$ cat src/rtl/pw_pkg.sv
package pw_pkg;
  localparam int unsigned BYTE_W = 8;

  typedef enum logic [1:0] {
    ST_IDLE,
    ST_WADDR,
    ST_WDATA,
    ST_READ
  } ctl_state_e;
endpackage

$ cat src/rtl/pw_addr_ctr.sv
module pw_addr_ctr #(
  parameter int unsigned ADDR_W = 8,
  parameter int unsigned PAGE_W = 3
) (
  input  logic              clk_i,
  input  logic              rst_ni,
  input  logic              load_i,
  input  logic [ADDR_W-1:0] load_val_i,
  input  logic              step_page_i,
  input  logic              step_full_i,
  output logic [ADDR_W-1:0] addr_o
);
  logic [ADDR_W-1:0] addr_q;
  logic [PAGE_W-1:0] lo_inc;

  assign lo_inc = addr_q[PAGE_W-1:0] + PAGE_W'(1);

  always_ff @(posedge clk_i or negedge rst_ni) begin
    if (!rst_ni)          addr_q <= '0;
    else if (load_i)      addr_q <= load_val_i;
    else if (step_page_i) addr_q <= {addr_q[ADDR_W-1:PAGE_W], lo_inc};
    else if (step_full_i) addr_q <= addr_q + ADDR_W'(1);
  end

  assign addr_o = addr_q;
endmodule

$ cat src/rtl/pw_page_buf.sv
module pw_page_buf #(
  parameter int unsigned PAGE_W = 3,
  localparam int unsigned PAGE = 1 << PAGE_W
) (
  input  logic                clk_i,
  input  logic                rst_ni,
  input  logic                clr_i,
  input  logic                wr_i,
  input  logic [PAGE_W-1:0]   idx_i,
  input  logic [7:0]          data_i,
  output logic [PAGE*8-1:0]   data_o,
  output logic [PAGE-1:0]     mask_o
);
  for (genvar s = 0; s < PAGE; s++) begin : g_slot
    logic [7:0] byte_q;
    logic       vld_q;
    logic       hit;

    assign hit = wr_i && (idx_i == PAGE_W'(s));

    always_ff @(posedge clk_i or negedge rst_ni) begin
      if (!rst_ni) begin
        byte_q <= '0;
        vld_q  <= 1'b0;
      end else if (clr_i) begin
        vld_q  <= 1'b0;
      end else if (hit) begin
        byte_q <= data_i;
        vld_q  <= 1'b1;
      end
    end

    assign data_o[s*8 +: 8] = byte_q;
    assign mask_o[s]        = vld_q;
  end
endmodule

$ cat src/rtl/pw_mem_array.sv
module pw_mem_array #(
  parameter int unsigned ADDR_W = 8,
  parameter int unsigned PAGE_W = 3,
  localparam int unsigned DEPTH = 1 << ADDR_W,
  localparam int unsigned PAGE  = 1 << PAGE_W,
  localparam int unsigned PG_W  = ADDR_W - PAGE_W
) (
  input  logic              clk_i,
  input  logic              rst_ni,
  input  logic              commit_i,
  input  logic [PG_W-1:0]   page_i,
  input  logic [PAGE*8-1:0] page_data_i,
  input  logic [PAGE-1:0]   page_mask_i,
  input  logic [ADDR_W-1:0] rd_addr_i,
  output logic [7:0]        rd_data_o
);
  logic [7:0] cells [DEPTH];

  for (genvar g = 0; g < DEPTH; g++) begin : g_cell
    localparam int unsigned SLOT = g % PAGE;
    localparam int unsigned PGN  = g / PAGE;
    logic [7:0] cell_q;
    logic       we;

    assign we = commit_i && (page_i == PG_W'(PGN)) && page_mask_i[SLOT];

    always_ff @(posedge clk_i or negedge rst_ni) begin
      if (!rst_ni)  cell_q <= '0;
      else if (we)  cell_q <= page_data_i[SLOT*8 +: 8];
    end

    assign cells[g] = cell_q;
  end

  assign rd_data_o = cells[rd_addr_i];
endmodule

$ cat src/rtl/pw_wr_timer.sv
module pw_wr_timer #(
  parameter int unsigned WR_CYCLES = 625000,
  localparam int unsigned CNT_W = $clog2(WR_CYCLES + 1)
) (
  input  logic clk_i,
  input  logic rst_ni,
  input  logic start_i,
  output logic busy_o
);
  logic [CNT_W-1:0] cnt_q;

  always_ff @(posedge clk_i or negedge rst_ni) begin
    if (!rst_ni)            cnt_q <= '0;
    else if (start_i)       cnt_q <= CNT_W'(WR_CYCLES);
    else if (cnt_q != '0)   cnt_q <= cnt_q - CNT_W'(1);
  end

  assign busy_o = (cnt_q != '0);
endmodule

$ cat src/rtl/pw_mem_ctl.sv
module pw_mem_ctl #(
  parameter int unsigned ADDR_W    = 8,
  parameter int unsigned PAGE_W    = 3,
  parameter int unsigned WR_CYCLES = 625000
) (
  input  logic       clk_i,
  input  logic       rst_ni,
  input  logic       wp_i,
  input  logic       start_i,
  input  logic       stop_i,
  input  logic       sel_i,
  input  logic       sel_rd_i,
  input  logic       rx_i,
  input  logic [7:0] rx_data_i,
  input  logic       rd_req_i,
  output logic [7:0] tx_data_o,
  output logic       busy_o
);
  import pw_pkg::*;

  localparam int unsigned PAGE = 1 << PAGE_W;
  localparam int unsigned PG_W = ADDR_W - PAGE_W;

  ctl_state_e        st_q, st_d;
  logic              act, frame_end, plain;
  logic              commit, buf_clr, addr_ld, buf_wr, rd_go;
  logic [ADDR_W-1:0] addr;
  logic [PAGE*8-1:0] pg_data;
  logic [PAGE-1:0]   pg_mask;
  logic [7:0]        rd_data;
  logic [7:0]        tx_q;
  logic              tmr_busy;

  // every strobe is dropped while the write cycle runs
  assign act       = !tmr_busy;
  assign frame_end = stop_i || start_i;
  assign plain     = act && !frame_end && !sel_i;

  assign commit  = act && stop_i && (st_q == ST_WDATA) && (|pg_mask) && !wp_i;
  assign buf_clr = act && frame_end;
  assign addr_ld = plain && rx_i && (st_q == ST_WADDR);
  assign buf_wr  = plain && rx_i && (st_q == ST_WDATA);
  assign rd_go   = plain && rd_req_i && (st_q == ST_READ);

  always_comb begin
    st_d = st_q;
    if (act) begin
      if (frame_end)    st_d = ST_IDLE;
      else if (sel_i)   st_d = sel_rd_i ? ST_READ : ST_WADDR;
      else if (addr_ld) st_d = ST_WDATA;
    end
  end

  always_ff @(posedge clk_i or negedge rst_ni) begin
    if (!rst_ni) begin
      st_q <= ST_IDLE;
      tx_q <= '0;
    end else begin
      st_q <= st_d;
      if (rd_go) tx_q <= rd_data;
    end
  end

  pw_addr_ctr #(
    .ADDR_W (ADDR_W),
    .PAGE_W (PAGE_W)
  ) i_addr_ctr (
    .clk_i       (clk_i),
    .rst_ni      (rst_ni),
    .load_i      (addr_ld),
    .load_val_i  (rx_data_i[ADDR_W-1:0]),
    .step_page_i (buf_wr),
    .step_full_i (rd_go),
    .addr_o      (addr)
  );

  pw_page_buf #(
    .PAGE_W (PAGE_W)
  ) i_page_buf (
    .clk_i  (clk_i),
    .rst_ni (rst_ni),
    .clr_i  (buf_clr),
    .wr_i   (buf_wr),
    .idx_i  (addr[PAGE_W-1:0]),
    .data_i (rx_data_i),
    .data_o (pg_data),
    .mask_o (pg_mask)
  );

  pw_mem_array #(
    .ADDR_W (ADDR_W),
    .PAGE_W (PAGE_W)
  ) i_mem_array (
    .clk_i       (clk_i),
    .rst_ni      (rst_ni),
    .commit_i    (commit),
    .page_i      (addr[ADDR_W-1 -: PG_W]),
    .page_data_i (pg_data),
    .page_mask_i (pg_mask),
    .rd_addr_i   (addr),
    .rd_data_o   (rd_data)
  );

  pw_wr_timer #(
    .WR_CYCLES (WR_CYCLES)
  ) i_wr_timer (
    .clk_i   (clk_i),
    .rst_ni  (rst_ni),
    .start_i (commit),
    .busy_o  (tmr_busy)
  );

  assign tx_data_o = tx_q;
  assign busy_o    = tmr_busy;
endmodule

$ cat config.mk
export PLATFORM = sky130hd
export DESIGN_NAME = pw_mem_ctl
export DESIGN_NICKNAME = d
export VERILOG_FILES = /design/src/rtl/pw_pkg.sv /design/src/rtl/pw_addr_ctr.sv /design/src/rtl/pw_page_buf.sv /design/src/rtl/pw_mem_array.sv /design/src/rtl/pw_wr_timer.sv /design/src/rtl/pw_mem_ctl.sv
export SDC_FILE = /design/constraint.sdc
export NUM_CORES = 2
export LEC_CHECK = 0
export ABC_AREA = 0
export BUFFER_PORTS_ARGS = -buffer_cell sky130_fd_sc_hd__buf_2
export CAP_MARGIN = 20
export CORE_MARGIN = 2
export CORE_UTILIZATION = 35
export CTS_BUF_LIST = sky130_fd_sc_hd__clkbuf_16
export DETAILED_ROUTE_END_ITERATION = 6
export SKIP_LAST_GASP = 1
export SLEW_MARGIN = 20
export SYNTH_ARGS = -nofsm -noshare
export SYNTH_HDL_FRONTEND = slang
export SYNTH_SLANG_ARGS = --single-unit
export TNS_END_PERCENT = 100
$ cat constraint.sdc
create_clock -name clk_i -period 4.2 [get_ports clk_i]
set_clock_uncertainty 0.05 [all_clocks]
set_input_delay 0.21 -clock clk_i [delete_from_list [all_inputs] [get_ports clk_i]]
set_output_delay 0.21 -clock clk_i [all_outputs]
set_load 0.01 [all_outputs]
**After elaboration in Yosys (flattened, before gate mapping)**

Cells that the tools add are included.

- Bits in registers: 2,158
- Input bits: 17
- Output and inout port bits: 9

- Add/subtract/negate cells: 3
- Magnitude comparators: 1
- Eq/ne operators: 42
- Multiplexer cells: 28
- Bitwise gates (word level): 3
- Reduce and logical (&&, ||, !) cells: 339

Operators by type and width:

| operator | number |
|---|---|
| $logic_and A1 B1 Y1 | 308 |
| $eq A5 B5 Y1 const B | 16 |
| $bmux W8 S8 | 1 |
| $eq A5 B4 Y1 const B | 8 |
| $mux W20 | 2 |
| $mux W8 | 5 |
| $eq A5 B3 Y1 const B | 4 |
| $reduce_and A2 Y1 | 10 |
| $reduce_bool A2 Y1 | 10 |
| $reduce_bool A20 Y1 | 1 |
| $sub A20 B1 Y20 const B | 1 |
| $mux W1 | 16 |
| $eq A3 B3 Y1 const B | 4 |
| $eq A5 B2 Y1 const B | 2 |
| $ge A9 B9 Y1 const B | 1 |
| $not A8 Y9 | 1 |
| $add A8 B1 Y8 const B | 1 |
| $mux W2 | 4 |
| $reduce_or A8 Y1 | 1 |
| $eq A3 B2 Y1 const B | 2 |
| $reduce_bool A3 Y1 | 2 |
| $eq A5 B1 Y1 const B | 1 |
| $logic_not A5 Y1 | 1 |
| $eq A2 B2 Y1 const B | 2 |
| 8 further kinds | 12 |

**Longest topological paths before layout**

- Depth after elaboration: 9
- Mapped depth: 14

**Modules after synthesis**

Synthesis repeated with hierarchy kept, for this count alone.

- Cell total of the unflattened synthesis: 6,372
- Area total of the unflattened synthesis: 98,319.3 um^2

By module, submodules not included:

| module | instances | cells each | area an instance (um^2) |
|---|---|---|---|
| pw_mem_array | 1 | 5,992 | 93,427.1 |
| pw_page_buf | 1 | 174 | 2,812.7 |
| pw_wr_timer | 1 | 118 | 1,143.6 |
| pw_mem_ctl | 1 | 40 | 488.0 |
| pw_addr_ctr | 1 | 48 | 447.9 |

**Worst setup path before layout**

No wires, ideal clock.

- Path kind: reg-to-reg
- From: register i_wr_timer.cnt_q[4]
- To: register i_mem_array.g_cell[31].cell_q[0]
- Library setup time: 0.125 ns
- Arrival time: 3.099 ns
- Data required time: 4.025 ns
- Slack: 0.926 ns
- Stages on the path, launching flop included: 12
- Buffers on the path: 3
- Clock period less this slack: 3.274 ns
- Cells stage by stage: dfrtp_1 or4_4 or4b_4 nor3b_1 buf_4 inv_4 nor2_4 buf_8 nand2_4 buf_6 nor2_8 mux2_2

- Longest elaborated chain between the ends: 8

RTL lines:

| item | RTL line | text |
|---|---|---|
| from (decl) | pw_wr_timer.sv:10 | `logic [CNT_W-1:0] cnt_q;` |
| from (signal assigned) | pw_wr_timer.sv:14 | `else if (start_i) cnt_q <= CNT_W'(WR_CYCLES);` |
| from (signal assigned) | pw_wr_timer.sv:15 | `else if (cnt_q != '0) cnt_q <= cnt_q - CNT_W'(1);` |
| $reduce_bool A20 Y1 | pw_wr_timer.sv:18 | `assign busy_o = (cnt_q != '0);` |
| named net busy_o | pw_mem_ctl.sv:17 | `output logic busy_o` |
| $logic_not A1 Y1 | pw_mem_ctl.sv:35 | `assign act = !tmr_busy;` |
| $logic_and A1 B1 Y1 (4 in series) | pw_mem_ctl.sv:39 | `assign commit = act && stop_i && (st_q == ST_WDATA) && (\|pg_mask) && !wp_i;` |
| $logic_and A1 B1 Y1 (2 in series) | pw_mem_array.sv:25 | `assign we = commit_i && (page_i == PG_W'(PGN)) && page_mask_i[SLOT];` |
| to (signal assigned) | pw_mem_array.sv:29 | `else if (we) cell_q <= page_data_i[SLOT*8 +: 8];` |
| to (decl) | pw_mem_array.sv:22 | `logic [7:0] cell_q;` |

The timed path passes the listed nets, and every way through them passes these cells.
A chain may end at the register's enable or synchronous reset.

**Worst setup path after layout**

- From: register i_addr_ctr.addr_q[1], in the netlist i_addr_ctr.addr_o[1]
- To: register tx_q[4], in the netlist tx_data_o[4]

- Longest elaborated chain between the ends: 4

RTL lines:

| item | RTL line | text |
|---|---|---|
| from (decl) | pw_addr_ctr.sv:13 | `logic [ADDR_W-1:0] addr_q;` |
| from (signal assigned) | pw_addr_ctr.sv:20 | `else if (load_i) addr_q <= load_val_i;` |
| from (signal assigned) | pw_addr_ctr.sv:21 | `else if (step_page_i) addr_q <= {addr_q[ADDR_W-1:PAGE_W], lo_inc};` |
| from (signal assigned) | pw_addr_ctr.sv:22 | `else if (step_full_i) addr_q <= addr_q + ADDR_W'(1);` |
| $not A8 Y9 (not written as such) | pw_mem_array.sv:35 | `assign rd_data_o = cells[rd_addr_i];` |
| $bmux W8 S8 | pw_mem_array.sv:35 |  |
| $mux W8 (not written as such) (2 in series) | pw_mem_array.sv:35 |  |
| to (signal assigned) | pw_mem_ctl.sv:60 | `if (rd_go) tx_q <= rd_data;` |
| to (decl) | pw_mem_ctl.sv:31 | `logic [7:0] tx_q;` |

No other way between the ends. The select of a mux whose other input is x is not followed.

==> results.txt <==
The flow ran to the end, but the final reports show violations. The checks that failed: hold timing, setup timing. The routed layout has roughly 68000 vias. The endpoint identified for the worst register-to-register timing path is tx_data_o[4]. For this run, design rule violations remaining after detail routing come to 0. The worst slew slack as a fraction of its limit came out at 0.152. The global-route wire length before repair is 566 mm. The net count after synthesis came out at 6676. Subtracting the final worst setup slack from the clock period gives 4.32 ns. Of the total power, the share spent switching nets is 0.225. The type of the worst setup path is reg2reg.

For the worst setup path, the data required time is roughly 4.9 ns. Across the VDD grid, the largest voltage drop is between 0.0004 and 0.0005 V. The count of non-filler cells in the finished layout came out at 10900.

The width of the chip came out at 540 um. From synthesis to final layout, the design area changed by 14.5%. The residual overflow from global routing came out at 0. The number of I/O pins came out at 26. Yosys printed 0 warnings. Entering global routing, the biggest net connects 164 pins. The CTS tree is yes. The post-cts resize count came out at 0. The critical path capture point type is a flip-flop. In this run the remaining antenna-violating nets after routing total 0. The maximum frequency from static timing analysis came out at 231 MHz.

The overall die area is roughly 0.29 mm2. Tracing the worst setup path back leads to its startpoint at i_addr_ctr.addr_o[1]. The share of synthesized area in the top cell type comes to 0.538. The clock passes through at most 3 buffers.

The CTS root buffer is sky130_fd_sc_hd__clkbuf_16. The critical hold path startpoint is rx_i. Clock-pin slew was measured on the worst setup and hold paths at about 0.06 ns. The post-synthesis cell count came out at 6651. The power per unit of standard cell area came out at 361 mW/mm2.

The number of buffers added by the clock tree synthesis step is 227. The number of DRC markers after the initial detailed-route iteration is 9093. The share of async-settable or async-resettable flops after synthesis came out at 1.00. Counting flops with a built-in enable in the synthesized netlist gives 0. The largest individual stage delay along the critical path comes from the cell sky130_fd_sc_hd__a211oi_1. The floorplan has 196 rows. The count of buffers added on input and output ports is 25. The overall routed net length came out at 411 mm.

Dividing the detail-routed via count by the number of cells gives 6.24. The die boundary height is 540 um. The number of fillers in the final layout is approximately 26000. The placed wire-length estimate after detailed placement came out at 258 mm. For the pin with the worst max-slew slack, the measured transition is 1.27 ns. The worst register-to-register path has a setup slack of -0.12 ns. The sequential share of power came out at 0.500. Dividing the synthesized area by the synthesized cell count gives about 15 um2.

Summed over all instances, the cell type with the most area after synthesis is sky130_fd_sc_hd__dfrtp_1. The critical path's largest stage delay came out at 0.82 ns. The number of global-route vias before repair came out at 67300. By instance count, the cell type seen most on the critical path is sky130_fd_sc_hd__buf_4. The arrival time of the worst setup path came out at 5.05 ns.

The share of total power dissipated in combinational logic is 0.012. In the final routed layout, each cell accounts on average for 37.8 um. The part of the Yosys area used for sequential elements came out at 0.538. The net switching component of the power is 9.34 mW. The first-pass iteration count of the detailed router is 6.

For the worst-skew pair, the clock arrives at the later sink with an insertion delay of 0.89 ns. The post-synthesis cell area came out at 0.100 mm2. Among all flip-flop cells after synthesis, the most frequent one is sky130_fd_sc_hd__dfrtp_1.

The worst hold endpoint is i_addr_ctr.addr_o[1]. The maximum fanout along the worst path came out at 17. Across every metal layer, demand over resource in global routing totals 0.278. The tool flagged a number of max-cap violations equal to 0. The signal on the critical path passes through nor2b_4 -> buf_4 -> buf_4 -> a221oi_1 -> o21ai_0 -> nand4_1 -> a211oi_1 -> or4b_2 -> o311ai_0 -> o21a_1. The number of pins with negative max-slew slack in the final report is 0. After detailed placement, the design holds a cell count of 10400. The net total in the final layout came out at 6879. The kind of cell adding the most delay to the critical path is compound AO/OA/AOI/OAI gates. The initial standard-cell utilization of the core came out at 0.352. The global placement routability congestion came out at about 0.92.

The fraction of layout instances using a drive strength above 1 is 0.496. After synthesis, the cell types taking the most area are sky130_fd_sc_hd__dfrtp_1 (54%), sky130_fd_sc_hd__mux2_2 (23%), sky130_fd_sc_hd__mux4_2 (8.2%). Yosys instantiated no cell more often than sky130_fd_sc_hd__dfrtp_1. The period utilization is 1.03.

Setup repair after global routing left no endpoint under its margin. In this run the worst hold path is classified as in2reg. The tightest hold path in the finished design has a slack of -0.0248 ns. The cell-internal power came out at approximately 32 mW.

Counting both buffers and inverters, the worst setup path holds a total of 2. By count the netlist is led by sky130_fd_sc_hd__dfrtp_1 (2158), sky130_fd_sc_hd__mux2_2 (2040), sky130_fd_sc_hd__mux4_2 (364). The count of final setup violators came out at 2. The least setup slack across all paths after layout is -0.125 ns. The analysis attributes to cell leakage a power of 57.8 nW. The share of total power dissipated in the clock network is 0.487. The core area is 0.285 mm2. In this run, synthesis produced a sequential element count of roughly 2200. The number of library cell types mapped by synthesis is 78. The worst register-to-register path begins at i_addr_ctr.addr_o[1]. The number of cells on the worst reg-to-reg path is 10. The CTS H-tree depth is 4. The clock sink count came out at 2158. The hold-critical path depth came out at 5.

The initial antenna violation count is 117. The worst setup path is launched from a flip-flop. The final hold violation count is 2.
-- per-layer routing --
metal / global-route usage / routed length [um] / up-vias / part of all wire
met5: 0 / 128 / - / 0.00031
met4: 0.153 / 25400 / 22 / 0.062
met3: 0.0811 / 48900 / 1230 / 0.12
met2: 0.409 / 179000 / 4698 / 0.44
met1: 0.369 / 158000 / 36500 / 0.38
li1: - / - / 25500 / -
-- worst max path at each step --
stage	endpoint	slack [ns]	cells past startpoint
2_1_floorplan	i_mem_array.g_cell[31].cell_q[0]	0.93	11
3_3_place_gp	tx_data_o[6]	-0.05	9
3_5_place_dp	i_mem_array.g_cell[1].cell_q[5]	0.06	7
4_1_cts	i_mem_array.g_cell[1].cell_q[0]	0.04	7
5_1_grt	tx_data_o[4]	0.04	10
6_report	tx_data_o[4]	-0.12	10
-- per-stage QoR --
stage               power [mW]  worst slack [ns]  utilization  cell area, um2  setup TNS [ns]
floorplan                 21.2             0.926            -          100000               0
global placement          21.7           -0.0464        0.376          107000         -0.0464
detailed placement        21.7            0.0615        0.376          107000               0
CTS                       41.7            0.0378        0.402          115000               0
global route              42.6            0.0354        0.403          115000               0
finish                    41.5            -0.125        0.403          115000          -0.167
-- final cells by class --
class	count	area (um2)	area share
repair buffers	475	4350	0.0378
inverters	8	37.5	0.000326
diodes	69	173	0.00150
clock buffers	232	5810	0.0505
flip-flops and latches	2158	54100	0.471
multi-input cells	3984	44300	0.385
clock inverters	190	1500	0.0131
well taps	3762	4710	0.0409
-- cell usage in the layout (no fill, tap or decap), types with 62 or more instances in the layout --
| cell | n |
|---|---|
| sky130_fd_sc_hd__nand4_2 | 71 |
| sky130_fd_sc_hd__clkbuf_16 | 232 |
| sky130_fd_sc_hd__diode_2 | 69 |
| sky130_fd_sc_hd__buf_12 | 64 |
| sky130_fd_sc_hd__mux2i_1 | 346 |
| sky130_fd_sc_hd__clkinv_1 | 63 |
| sky130_fd_sc_hd__mux4_2 | 364 |
| sky130_fd_sc_hd__a22oi_1 | 76 |
| sky130_fd_sc_hd__nand2_1 | 153 |
| sky130_fd_sc_hd__buf_4 | 371 |
| sky130_fd_sc_hd__nand3_1 | 101 |
| sky130_fd_sc_hd__o21ai_0 | 62 |
| sky130_fd_sc_hd__mux2_1 | 113 |
| sky130_fd_sc_hd__mux2_2 | 2040 |
| sky130_fd_sc_hd__a21oi_1 | 88 |
| sky130_fd_sc_hd__dfrtp_1 | 2086 |
-- sequential cells by signal (all words and copies together), names as in the netlist --
| signal | flops |
|---|---|
| i_addr_ctr.addr_o | 8 |
| i_mem_array.g_cell.cell_q | 2048 |
| i_page_buf.g_slot.vld_q | 8 |
| i_wr_timer.cnt_q | 20 |
| tx_data_o | 8 |
| st_q | 2 |
| i_page_buf.g_slot.byte_q | 64 |
-- power by group through the flow --
stage | Combinational (mW) | Clock, mW | Sequential [mW]
detailed placement | 0.517 | 0 | 21.2
floorplan | 0.00605 | 0 | 21.2
finish | 0.517 | 20.2 | 20.8
global route | 0.598 | 21.3 | 20.8
CTS | 0.539 | 20.4 | 20.8
global placement | 0.500 | 0 | 21.2
-- cell families (layout without fill, tap and decap cells) --
family,Yosys count,after routing,share of synthesized area
AOI/OAI and AO/OA,419,419,0.0285
xor gates and xnor gates,16,16,0.00140
adders and majority gates,8,8,0.000997
buffers and inverters,509,905,0.0218
DFF,2158,2158,0.538
muxes,2863,2863,0.358
other,0,69,0
and+or+nand+nor,678,678,0.0516
-- tightest hold or removal path, cell delays in order --
cell and delay [ns]:
sky130_fd_sc_hd__buf_2 0.09, sky130_fd_sc_hd__nor2b_1 0.16, sky130_fd_sc_hd__nand4_1 0.12, sky130_fd_sc_hd__buf_4 0.22, sky130_fd_sc_hd__a21oi_1 0.09
-- what timing repair did --
| action | 4_1_cts | 5_1_grt |
|---|---|---|
| hold buffers | 17 | 0 |
| endpoints found under the hold margin | 1229 | 0 |
| buffers inserted | 0 | 4 |
| setup endpoints to repair | 0 | 186 |
Note: power is estimated with default switching activity, not from simulation.
